==> src/rtl/pmask_pkg.sv <==
package pmask_pkg;
  localparam int PRIO_W = 8;
  localparam int LVL_W  = PRIO_W + 2;

  typedef enum logic [1:0] {
    KIND_IRQ  = 2'd0,
    KIND_HF   = 2'd1,
    KIND_NMI  = 2'd2,
    KIND_IRQ2 = 2'd3
  } cand_kind_e;

  typedef logic signed [LVL_W-1:0] level_t;

  localparam level_t LVL_OPEN = level_t'(1 << PRIO_W);
  localparam level_t LVL_HF   = -level_t'(1);
  localparam level_t LVL_NMI  = -level_t'(2);
endpackage

==> src/rtl/pmask_trunc.sv <==
module pmask_trunc
  import pmask_pkg::*;
#(
  parameter int PRIO_BITS = 3
) (
  input  logic [PRIO_W-1:0] raw_i,
  output logic [PRIO_W-1:0] fmt_o
);
  if (PRIO_BITS >= PRIO_W) begin : g_full
    assign fmt_o = raw_i;
  end else begin : g_cut
    localparam logic [PRIO_W-1:0] KEEP = PRIO_W'((1 << PRIO_W) - (1 << (PRIO_W - PRIO_BITS)));
    assign fmt_o = raw_i & KEEP;
  end
endmodule

==> src/rtl/pmask_regs.sv <==
module pmask_regs
  import pmask_pkg::*;
(
  input  logic              clk_i,
  input  logic              rst_ni,
  input  logic              priv_i,
  input  logic              lock0_we_i,
  input  logic              lock0_wd_i,
  input  logic              lockm1_we_i,
  input  logic              lockm1_wd_i,
  input  logic              thr_we_i,
  input  logic              thr_raise_we_i,
  input  logic [PRIO_W-1:0] thr_fmt_i,
  input  logic              exc_exit_i,
  input  logic              exit_nmi_i,
  output logic              lock0_q_o,
  output logic              lockm1_q_o,
  output logic [PRIO_W-1:0] thr_q_o
);
  logic              lock0_d, lockm1_d;
  logic [PRIO_W-1:0] thr_d;
  logic              raise_ok;

  // tighter means nonzero and more urgent than the current level
  assign raise_ok = (thr_fmt_i != '0) && ((thr_q_o == '0) || (thr_fmt_i < thr_q_o));

  always_comb begin
    lock0_d  = lock0_q_o;
    lockm1_d = lockm1_q_o;
    thr_d    = thr_q_o;
    if (priv_i && lock0_we_i) lock0_d = lock0_wd_i;
    if (priv_i && lockm1_we_i)          lockm1_d = lockm1_wd_i;
    else if (exc_exit_i && !exit_nmi_i) lockm1_d = 1'b0;
    if (priv_i && thr_we_i)                      thr_d = thr_fmt_i;
    else if (priv_i && thr_raise_we_i && raise_ok) thr_d = thr_fmt_i;
  end

  always_ff @(posedge clk_i or negedge rst_ni) begin
    if (!rst_ni) begin
      lock0_q_o  <= 1'b0;
      lockm1_q_o <= 1'b0;
      thr_q_o    <= '0;
    end else begin
      lock0_q_o  <= lock0_d;
      lockm1_q_o <= lockm1_d;
      thr_q_o    <= thr_d;
    end
  end


  unpriv_hold_chk: assert property (@(posedge clk_i) disable iff (!rst_ni)
    !priv_i |=> ($stable(thr_q_o) && $stable(lock0_q_o)));


  unpriv_lockm1_chk: assert property (@(posedge clk_i) disable iff (!rst_ni)
    (!priv_i && !exc_exit_i) |=> $stable(lockm1_q_o));


  raise_only_chk: assert property (@(posedge clk_i) disable iff (!rst_ni)
    (priv_i && thr_raise_we_i && !thr_we_i && thr_q_o != '0)
      |=> (thr_q_o != '0 && thr_q_o <= $past(thr_q_o)));


  exit_clear_chk: assert property (@(posedge clk_i) disable iff (!rst_ni)
    (exc_exit_i && !exit_nmi_i && !(priv_i && lockm1_we_i)) |=> !lockm1_q_o);


  nmi_exit_keep_chk: assert property (@(posedge clk_i) disable iff (!rst_ni)
    (exc_exit_i && exit_nmi_i && !(priv_i && lockm1_we_i)) |=> $stable(lockm1_q_o));
endmodule

==> src/rtl/pmask_decide.sv <==
module pmask_decide
  import pmask_pkg::*;
(
  input  logic              lock0_i,
  input  logic              lockm1_i,
  input  logic [PRIO_W-1:0] thr_i,
  input  logic [1:0]        kind_i,
  input  logic [PRIO_W-1:0] cand_fmt_i,
  output logic              allow_o
);
  level_t mask_lvl, cand_lvl;

  always_comb begin
    mask_lvl = LVL_OPEN;
    if (thr_i != '0) mask_lvl = level_t'({2'b00, thr_i});
    if (lock0_i)     mask_lvl = '0;
    if (lockm1_i)    mask_lvl = LVL_HF;
  end

  always_comb begin
    case (kind_i)
      KIND_HF:  cand_lvl = LVL_HF;
      KIND_NMI: cand_lvl = LVL_NMI;
      default:  cand_lvl = level_t'({2'b00, cand_fmt_i});
    endcase
  end

  assign allow_o = cand_lvl < mask_lvl;
endmodule

==> src/rtl/prio_mask_gate.sv <==
module prio_mask_gate
  import pmask_pkg::*;
#(
  parameter int PRIO_BITS = 3
) (
  input  logic       clk_i,
  input  logic       rst_ni,
  input  logic       priv_i,
  input  logic       lock0_we_i,
  input  logic       lock0_wd_i,
  input  logic       lockm1_we_i,
  input  logic       lockm1_wd_i,
  input  logic       thr_we_i,
  input  logic       thr_raise_we_i,
  input  logic [7:0] thr_wd_i,
  input  logic       exc_exit_i,
  input  logic       exit_nmi_i,
  input  logic [1:0] cand_kind_i,
  input  logic [7:0] cand_prio_i,
  output logic       allow_o,
  output logic       lock0_o,
  output logic       lockm1_o,
  output logic [7:0] thr_o
);
  localparam logic [PRIO_W-1:0] KEEP_MASK =
    (PRIO_BITS >= PRIO_W) ? '1 : PRIO_W'((1 << PRIO_W) - (1 << (PRIO_W - PRIO_BITS)));

  logic [PRIO_W-1:0] thr_fmt, cand_fmt;

  pmask_trunc #(.PRIO_BITS(PRIO_BITS)) u_trunc_thr (.raw_i(thr_wd_i),    .fmt_o(thr_fmt));
  pmask_trunc #(.PRIO_BITS(PRIO_BITS)) u_trunc_cand(.raw_i(cand_prio_i), .fmt_o(cand_fmt));

  pmask_regs u_regs (
    .clk_i          (clk_i),
    .rst_ni         (rst_ni),
    .priv_i         (priv_i),
    .lock0_we_i     (lock0_we_i),
    .lock0_wd_i     (lock0_wd_i),
    .lockm1_we_i    (lockm1_we_i),
    .lockm1_wd_i    (lockm1_wd_i),
    .thr_we_i       (thr_we_i),
    .thr_raise_we_i (thr_raise_we_i),
    .thr_fmt_i      (thr_fmt),
    .exc_exit_i     (exc_exit_i),
    .exit_nmi_i     (exit_nmi_i),
    .lock0_q_o      (lock0_o),
    .lockm1_q_o     (lockm1_o),
    .thr_q_o        (thr_o)
  );

  pmask_decide u_decide (
    .lock0_i    (lock0_o),
    .lockm1_i   (lockm1_o),
    .thr_i      (thr_o),
    .kind_i     (cand_kind_i),
    .cand_fmt_i (cand_fmt),
    .allow_o    (allow_o)
  );


  lockm1_nmi_only_chk: assert property (@(posedge clk_i) disable iff (!rst_ni)
    (lockm1_o && cand_kind_i != KIND_NMI) |-> !allow_o);


  lock0_block_chk: assert property (@(posedge clk_i) disable iff (!rst_ni)
    (lock0_o && (cand_kind_i == KIND_IRQ || cand_kind_i == KIND_IRQ2)) |-> !allow_o);


  nmi_pass_chk: assert property (@(posedge clk_i) disable iff (!rst_ni)
    (cand_kind_i == KIND_NMI) |-> allow_o);


  thr_block_chk: assert property (@(posedge clk_i) disable iff (!rst_ni)
    (thr_o != '0 && cand_kind_i != KIND_HF && cand_kind_i != KIND_NMI &&
     (cand_prio_i & KEEP_MASK) >= thr_o) |-> !allow_o);


  thr_fmt_chk: assert property (@(posedge clk_i) disable iff (!rst_ni)
    (thr_o & ~KEEP_MASK) == '0);
endmodule

==> config.mk <==
export PLATFORM = sky130hd
export DESIGN_NAME = prio_mask_gate
export DESIGN_NICKNAME = d
export VERILOG_FILES = /design/src/rtl/pmask_pkg.sv /design/src/rtl/pmask_trunc.sv /design/src/rtl/pmask_regs.sv /design/src/rtl/pmask_decide.sv /design/src/rtl/prio_mask_gate.sv
export SDC_FILE = /design/constraint.sdc
export NUM_CORES = 1
export LEC_CHECK = 0
export BUFFER_PORTS_ARGS = -buffer_cell sky130_fd_sc_hd__buf_4
export CELL_PAD_IN_SITES_DETAIL_PLACEMENT = 1
export CELL_PAD_IN_SITES_GLOBAL_PLACEMENT = 2
export CORE_MARGIN = 10
export CORE_UTILIZATION = 29
export DETAILED_ROUTE_END_ITERATION = 10
export MAX_ROUTING_LAYER = met4
export PLACE_DENSITY_LB_ADDON = 0.1
export SYNTH_ARGS = -nofsm -noshare
export SYNTH_HDL_FRONTEND = slang
export SYNTH_HIERARCHICAL = 1
export SYNTH_SLANG_ARGS = --single-unit
==> constraint.sdc <==
create_clock -name clk_i -period 2.9 [get_ports clk_i]
set_clock_uncertainty 0.05 [all_clocks]
set_input_delay 0.435 -clock clk_i [delete_from_list [all_inputs] [get_ports clk_i]]
set_output_delay 0.435 -clock clk_i [all_outputs]
set_load 0.01 [all_outputs]
==> impl_results.md, run 1 <==
- H-tree depth reported by CTS: 1
- Fillcell total: 431
- Detailed-route vias per instance: 4.68
- Post-route DRC violation count: 0
- Final cycle utilization of the critical path: 93.7%
- Arrival time of the worst setup path: 2.23 ns
- Die area: 6680 um2
- Max Slew Vio Count: 0
- Net Sw Frac: 38.5%
- Met3 wire length: 163 um
- Synthesized netlist cell count: 121
- Leakage: 0.669 nW
- Crit end category: output pin
- Portion of the post-synthesis area used by sequential elements: 22.6%
- Wl on met1: 1470 um
- Critical path launch point type: input port
- Net switching component of the power: 285 uW
- Crit path max fanout: 7
- Number of global-route vias before repair: 1016
- Max Buffers Root-to-Sink: 2
- Post-Syn Area per Cell: 9.14 um2
- Effective utilization at floorplan: 30.2%
- Pin count of the biggest net entering global routing: 12
- Setup-violating endpoint count in the final report: 0
- Worst hold margin: 0.388 ns
- Cell area after synthesis: 1110 um2
- Sum of met2 wire segment lengths after detailed routing: 1210 um
- # diodes: 0
- Clock network fraction of design power: 19.2%
- Pwr per Cell Area: 546 nW/um2
- Total overflow reported by the global router: 0
- Worst VDD drop: 201 uV
- Yosys cell types: 35
- Overall die width: 81.8 um
- Share of power burned in registers: 31.7%
- Sinks on Clock Net: 10
- Max-cap violation count: 0
- Yosys warns: 6
- Number of buffers created by CTS: 3
- Post-CTS clock slew at the launch and capture registers of the worst setup and hold paths: 0.05 ns
- Worst setup path class: input port to output pin
- Post-layout minimum cycle time: 2.72 ns
- Number of DRC markers in iteration 0: 18
- Leading area contributor after synthesis: dfrtp_1
- Unrepaired setup endpoints after global routing: false
- Vert. Die Dim: 81.8 um
- Part of the total power dissipated in combinational logic: 49.1%
- CTS Root Buffer Type: clkbuf_8
- CTS tree: done
- Final Hold Fails: 0
- Weighted congestion reported at the end of routability-driven placement: 0.710
- Final-layout setup total negative slack: 0 ns
- Overall routing resource usage: 9.57%
- Site Rows: 22
- Post-DR wirelength/cell: 14.7 um
- DP Wirelength: 2460 um
- Post-detailed-routing wire length: 2840 um
- Endpoint required time on the critical path: 2.41 ns
- Cell types occupying the most area after synthesis: dfrtp_1 (23%), ha_1 (18%), buf_4 (11%)
- Vias after detailed routing: 907
- Worst min-delay path class: input port to register
- Count of antenna-violating nets left after detailed routing: 0
- Share of layout cells above drive strength 1: 33.6%
- Topmost layer with routed signal wires: met3
- Clock insertion delay at the later pin of the skew report: 0.23 ns
- Net count reported at finish: 193
- Number of detailed-route iterations in the first pass: 3
- Share of Yosys cell area claimed by the top area cell type: 22.6%
- Port bufs: 29
- Maximum achievable frequency: 368 MHz
- #FFs+latches synth: 10
- Top Ports: 40
- Wire length of the first global-routing pass: 4950 um
- Number of antenna violations at the first check in global routing: 0
- Result of the run: complete, no violations
- Area of the core: 3660 um2
- Internal power component: 456 uW
- Growth of design area from synthesis to finish: 22.9%
-- registers in the layout, summed over array words and instances (netlist names) --
name	flops
u_regs/lock0_q_o	1
u_regs/lockm1_q_o	1
u_regs/thr_q_o	8
-- routing by layer --
layer / GRT usage (%) / vias up
met5: - / -
met4: 0 / 0
met3: 3.28 / 0
met2: 14.5 / 24
met1: 12.8 / 419
li1: - / 464
-- per-stage QoR --
step	util [%]	instances	cell area (um2)	worst slack (ns)	total power, mW
2_1_floorplan	-	129	1140	0.348	0.457
3_3_place_gp	35.4	190	1300	0.162	0.586
3_5_place_dp	35.4	190	1300	0.143	0.597
4_1_cts	36.8	194	1350	0.135	0.748
5_1_grt	37.1	194	1360	0.0407	0.825
6_report	37.1	194	1360	0.182	0.741
-- cell type report --
type	count	area (um2)	share of cell area (%)
inverter	13	48.8	3.59
tap	48	60.1	4.42
sequential	10	250	18.4
multi-input combinational	89	723	53.2
timing repair buffer	31	235	17.3
clock buffer	3	41.3	3.04
-- final timing paths --
kind	from	to	slack [ns]	depth (start not counted)
worst max-delay path	cand_kind_i[0]	allow_o	0.18	9
worst min-delay path	lock0_wd_i	u_regs/lock0_q_o	0.39	2
worst max register to register	u_regs/thr_q_o[7]	u_regs/thr_q_o[2]	0.67	7
worst min register to register	u_regs/lock0_q_o	u_regs/lock0_q_o	0.57	1
max in group asynchronous	rst_ni	u_regs/thr_q_o[1]	2.13	2
min in group asynchronous	rst_ni	u_regs/thr_q_o[5]	0.52	2
-- timing repair --
action                                  CTS  global route
endpoints found under the hold margin    10             0
hold buffers                              1             0
resized for setup                         0             2
buffers inserted                          0             0
endpoints found under the setup margin    0             1
-- cells in the mapped netlist --
master,count
nor4_1,5
a21oi_4,1
o21ai_1,1
a221oi_1,1
conb_1,2
o21ai_0,3
mux2_4,1
and3_2,1
o31ai_1,1
a21boi_0,1
and2_1,1
inv_1,13
a211o_1,2
nand4_1,1
nor2_1,2
o2111ai_1,1
buf_4,16
a31o_2,1
nor3_1,1
or2b_1,7
nand2_1,1
a21oi_1,10
ha_1,16
o211ai_1,2
nand2b_1,2
dfrtp_1,10
a211oi_2,1
o221ai_1,1
a21o_1,1
mux2_2,9
and3_1,1
a31oi_1,2
mux2i_1,1
nor3b_1,1
buf_2,1
-- power by group through the flow --
stage	logic (mW)	registers [mW]	clock network (mW)
6_report	0.364	0.235	0.143
5_1_grt	0.419	0.246	0.160
4_1_cts	0.362	0.237	0.149
3_5_place_dp	0.359	0.238	0
3_3_place_gp	0.350	0.236	0
2_1_floorplan	0.227	0.230	0
-- cells in the final DEF, fill, tap and decap left out, types with 2 or more instances in the layout --
master | synthesis | routed
conb_1 | 2 | 10
dfrtp_1 | 10 | 10
mux2_2 | 9 | 9
clkbuf_8 | 0 | 3
nand2b_1 | 2 | 2
a21oi_1 | 10 | 10
buf_4 | 16 | 30
a31oi_1 | 2 | 2
o211ai_1 | 2 | 2
inv_1 | 13 | 13
or2b_1 | 7 | 7
nor2_1 | 2 | 2
ha_1 | 16 | 16
nor4_1 | 5 | 5
o21ai_0 | 3 | 3
a211o_1 | 2 | 2
-- cell families (layout without fill, tap and decap cells) --
kind of cell	count (synthesis)	in the layout	share of synthesized area, %
DFF	10	10	22.6
AOI/OAI and AO/OA	29	29	18.2
and+or+nand+nor	23	23	13.2
muxes	11	11	11.4
other	2	10	0.679
buffers and inverters	30	47	15.7
adders and majority gates	16	16	18.1
-- worst max-delay path: stages --
cell      delay (ns)
buf_4           0.11
ha_1            0.30
buf_4           0.15
or2b_1          0.23
ha_1            0.31
o211ai_1        0.11
o31ai_2         0.29
o221ai_2        0.14
buf_4           0.15
Power figures use the tool's default switching activity.
==> run 2: changes to the inputs <==
==> constraint.sdc (replaced) <==
create_clock -name clk_i -period 2.9 [get_ports clk_i]
set_clock_uncertainty 0.05 [all_clocks]
set_input_delay 0.435 -clock clk_i [delete_from_list [all_inputs] [get_ports clk_i]]
set_output_delay 0.435 -clock clk_i [all_outputs]
set_load 0.05 [all_outputs]
==> run 2 against run 1 <==
Net effect:
- count of clock-buffer cells in the layout stayed put
- highest routed layer unchanged
- sequential share of layout area is 0.051 points lower
- first-iteration DRC count is 78% higher
- core utilization grew 0.10 points
- critical path depth unchanged
- critical path type unchanged
- cell count did not move
==> impl_results.md, run 2 (same netlist as run 1, synthesis figures left out) <==
- Non-filler cells, final: 194 (unchanged)
- Cells traversed along the worst timing path: buf_4 > ha_1 > or2b_1 > ha_1 > a211o_1 > o211ai_1 > a21oi_1 > o221ai_2 > buf_6 (was buf_4 > ha_1 > buf_4 > or2b_1 > ha_1 > o211ai_1 > o31ai_2 > o221ai_2 > buf_4)
- Post-detailed-routing wire length: 2970 um (was 2840 um)
- Worst min-delay path class: input port to register (unchanged)
- Post-CTS clock slew at the launch and capture registers of the worst setup and hold paths: 0.04 ns (was 0.05 ns)
- Max Buffers Root-to-Sink: 2 (unchanged)
- Weighted congestion reported at the end of routability-driven placement: 0.764 (was 0.710)
- Pin count of the biggest net entering global routing: 12 (unchanged)
- Worst VDD drop: 293 uV (was 201 uV)
- Arrival time of the worst setup path: 2.27 ns (was 2.23 ns)
- Number of instances on the worst hold path: 2 (unchanged)
- Share of layout cells above drive strength 1: 33.6% (unchanged)
- Area of the core: 3660 um2 (unchanged)
- Cell Count Post-Placement: 190 (unchanged)
- Start point of the critical path: cand_kind_i[0] (unchanged)
- Number of global-route vias before repair: 1066 (was 1016)
- Worst hold margin: 0.388 ns (about the same)
- Final Hold Fails: 0 (unchanged)
- Overall die width: 81.8 um (unchanged)
- Total overflow reported by the global router: 0 (unchanged)
- Site Rows: 22 (unchanged)
- Highest-delay cell along the critical path: ha_1 (unchanged)
- Final-layout setup total negative slack: 0 ns (unchanged)
- H-tree depth reported by CTS: 1 (unchanged)
- Detailed-route vias per instance: 4.80 (was 4.68)
- Post-CTS setup buffer count: 0 (unchanged)
- Crit path max fanout: 3 (was 7)
- Port bufs: 29 (unchanged)
- Count of antenna-violating nets left after detailed routing: 0 (unchanged)
- Maximum cell stage delay along the critical path: 0.31 ns (about the same)
- # diodes: 0 (unchanged)
- Launch point of the worst reg-to-reg path: u_regs/thr_q_o[7] (unchanged)
- Max FFs per register: 8 (unchanged)
- Most flop-heavy register: u_regs/thr_q_o (unchanged)
- Die area: 6680 um2 (unchanged)
- Number of detailed-route iterations in the first pass: 4 (was 3)
- Vert. Die Dim: 81.8 um (unchanged)
- Effective utilization at floorplan: 30.2% (unchanged)
- Reg-to-Reg End: u_regs/thr_q_o[3] (was u_regs/thr_q_o[2])
- Register-to-register setup slack: 0.58 ns (was 0.67 ns)
- Unrepaired setup endpoints after global routing: false (unchanged)
- Worst min-delay path startpoint: lock0_wd_i (unchanged)
- Net count reported at finish: 193 (unchanged)
- Worst setup path class: input port to output pin (unchanged)
- Result of the run: complete, no violations (unchanged)
- Post-route DRC violation count: 0 (unchanged)
- Total power: 865 uW (was 741 uW)
- Clock insertion delay at the later pin of the skew report: 0.23 ns (about the same)
- Largest registers ranked by flip-flop count: u_regs/thr_q_o: 8 flops, u_regs/lock0_q_o: 1 flops, u_regs/lockm1_q_o: 1 flops (unchanged)
- Maximum achievable frequency: 363 MHz (was 368 MHz)
- Vias after detailed routing: 932 (was 907)
- Highest-count cells in the layout ignoring fill and taps: buf_4 (29), ha_1 (16), inv_1 (13) (was buf_4 (30), ha_1 (16), inv_1 (13))
- Count of buffering cells on the critical path with inverters included: 2 (was 3)
- Endpoint, Worst Hold: u_regs/lock0_q_o (unchanged)
- Critical path launch point type: input port (unchanged)
- Number of DRC markers in iteration 0: 32 (was 18)
- Growth of design area from synthesis to finish: 23.2% (was 22.9%)
- Sinks on Clock Net: 10 (unchanged)
- CTS tree: done (unchanged)
- Endpoint required time on the critical path: 2.41 ns (about the same)
- Top Ports: 40 (unchanged)
- Core Util, Final: 37.2% (was 37.1%)
- Setup-violating endpoint count in the final report: 0 (unchanged)
- Post-layout minimum cycle time: 2.75 ns (was 2.72 ns)
- Most common cell after layout, fill and taps aside: buf_4 (unchanged)
- Wire length of the first global-routing pass: 5100 um (was 4950 um)
- Post-DR wirelength/cell: 15.3 um (was 14.7 um)
- Number of buffers created by CTS: 3 (unchanged)
- Number of cells on the worst reg-to-reg path: 7 (unchanged)
- Crit end category: output pin (unchanged)
- Number of antenna violations at the first check in global routing: 0 (unchanged)
- Pwr per Cell Area: 635 nW/um2 (was 546 nW/um2)
- DP Wirelength: 2520 um (was 2460 um)
- Top cell by count, worst path: ha_1 (was buf_4)
- Max Slew Vio Count: 0 (unchanged)
- Max-cap violation count: 0 (unchanged)
- CTS Root Buffer Type: clkbuf_8 (unchanged)
- CP delay by family, top: compound AO/OA/AOI/OAI gates (was adder cells)
- Overall routing resource usage: 9.86% (was 9.57%)
- Final cycle utilization of the critical path: 94.9% (was 93.7%)
- Leakage: 0.670 nW (was 0.669 nW)
-- run 2: power by group --
group	internal, mW	switching [mW]
Sequential	0.173	0.0610
Clock	0.0906	0.0510
Combinational	0.198	0.292
-- run 2: worst max path at each step --
| stage | slack (ns) | cells after the start | to |
|---|---|---|---|
| final | 0.15 | 9 | allow_o |
| after global routing | 0.02 | 11 | allow_o |
| after CTS | 0.08 | 9 | allow_o |
| after detailed placement | 0.08 | 9 | allow_o |
| after global placement | 0.11 | 9 | allow_o |
| after floorplan | 0.07 | 8 | allow_o |
-- run 2: layout make-up --
type,instances,area [um2]
well taps,48,60.1
flip-flops and latches,10,250
clock buffers,3,41.3
fillers,443,2300
multi-input cells,89,723
repair buffers,31,239
inverters,13,48.8
-- run 2: stage by stage --
stage | setup slack [ns] | instance area [um2]
5_1_grt | 0.0202 | 1360
2_1_floorplan | 0.0705 | 1140
6_report | 0.148 | 1360
4_1_cts | 0.0765 | 1350
3_3_place_gp | 0.107 | 1300
3_5_place_dp | 0.0770 | 1300
-- run 2: repair_timing --
action                                  in CTS  in global routing
hold endpoints to repair                    10                  0
endpoints found under the setup margin       0                  1
resized for setup                            0                  2
hold buffers                                 1                  0
-- run 2: routing by layer --
layer / routed length, um / part of all wire, % / GRT usage [%] / vias up
met5: 0 / 0 / - / -
met4: 0 / 0 / 1.53 / 0
met3: 133 / 4.5 / 2.95 / 0
met2: 1370 / 46 / 15.4 / 22
met1: 1470 / 49 / 12.4 / 448
li1: - / - / - / 462
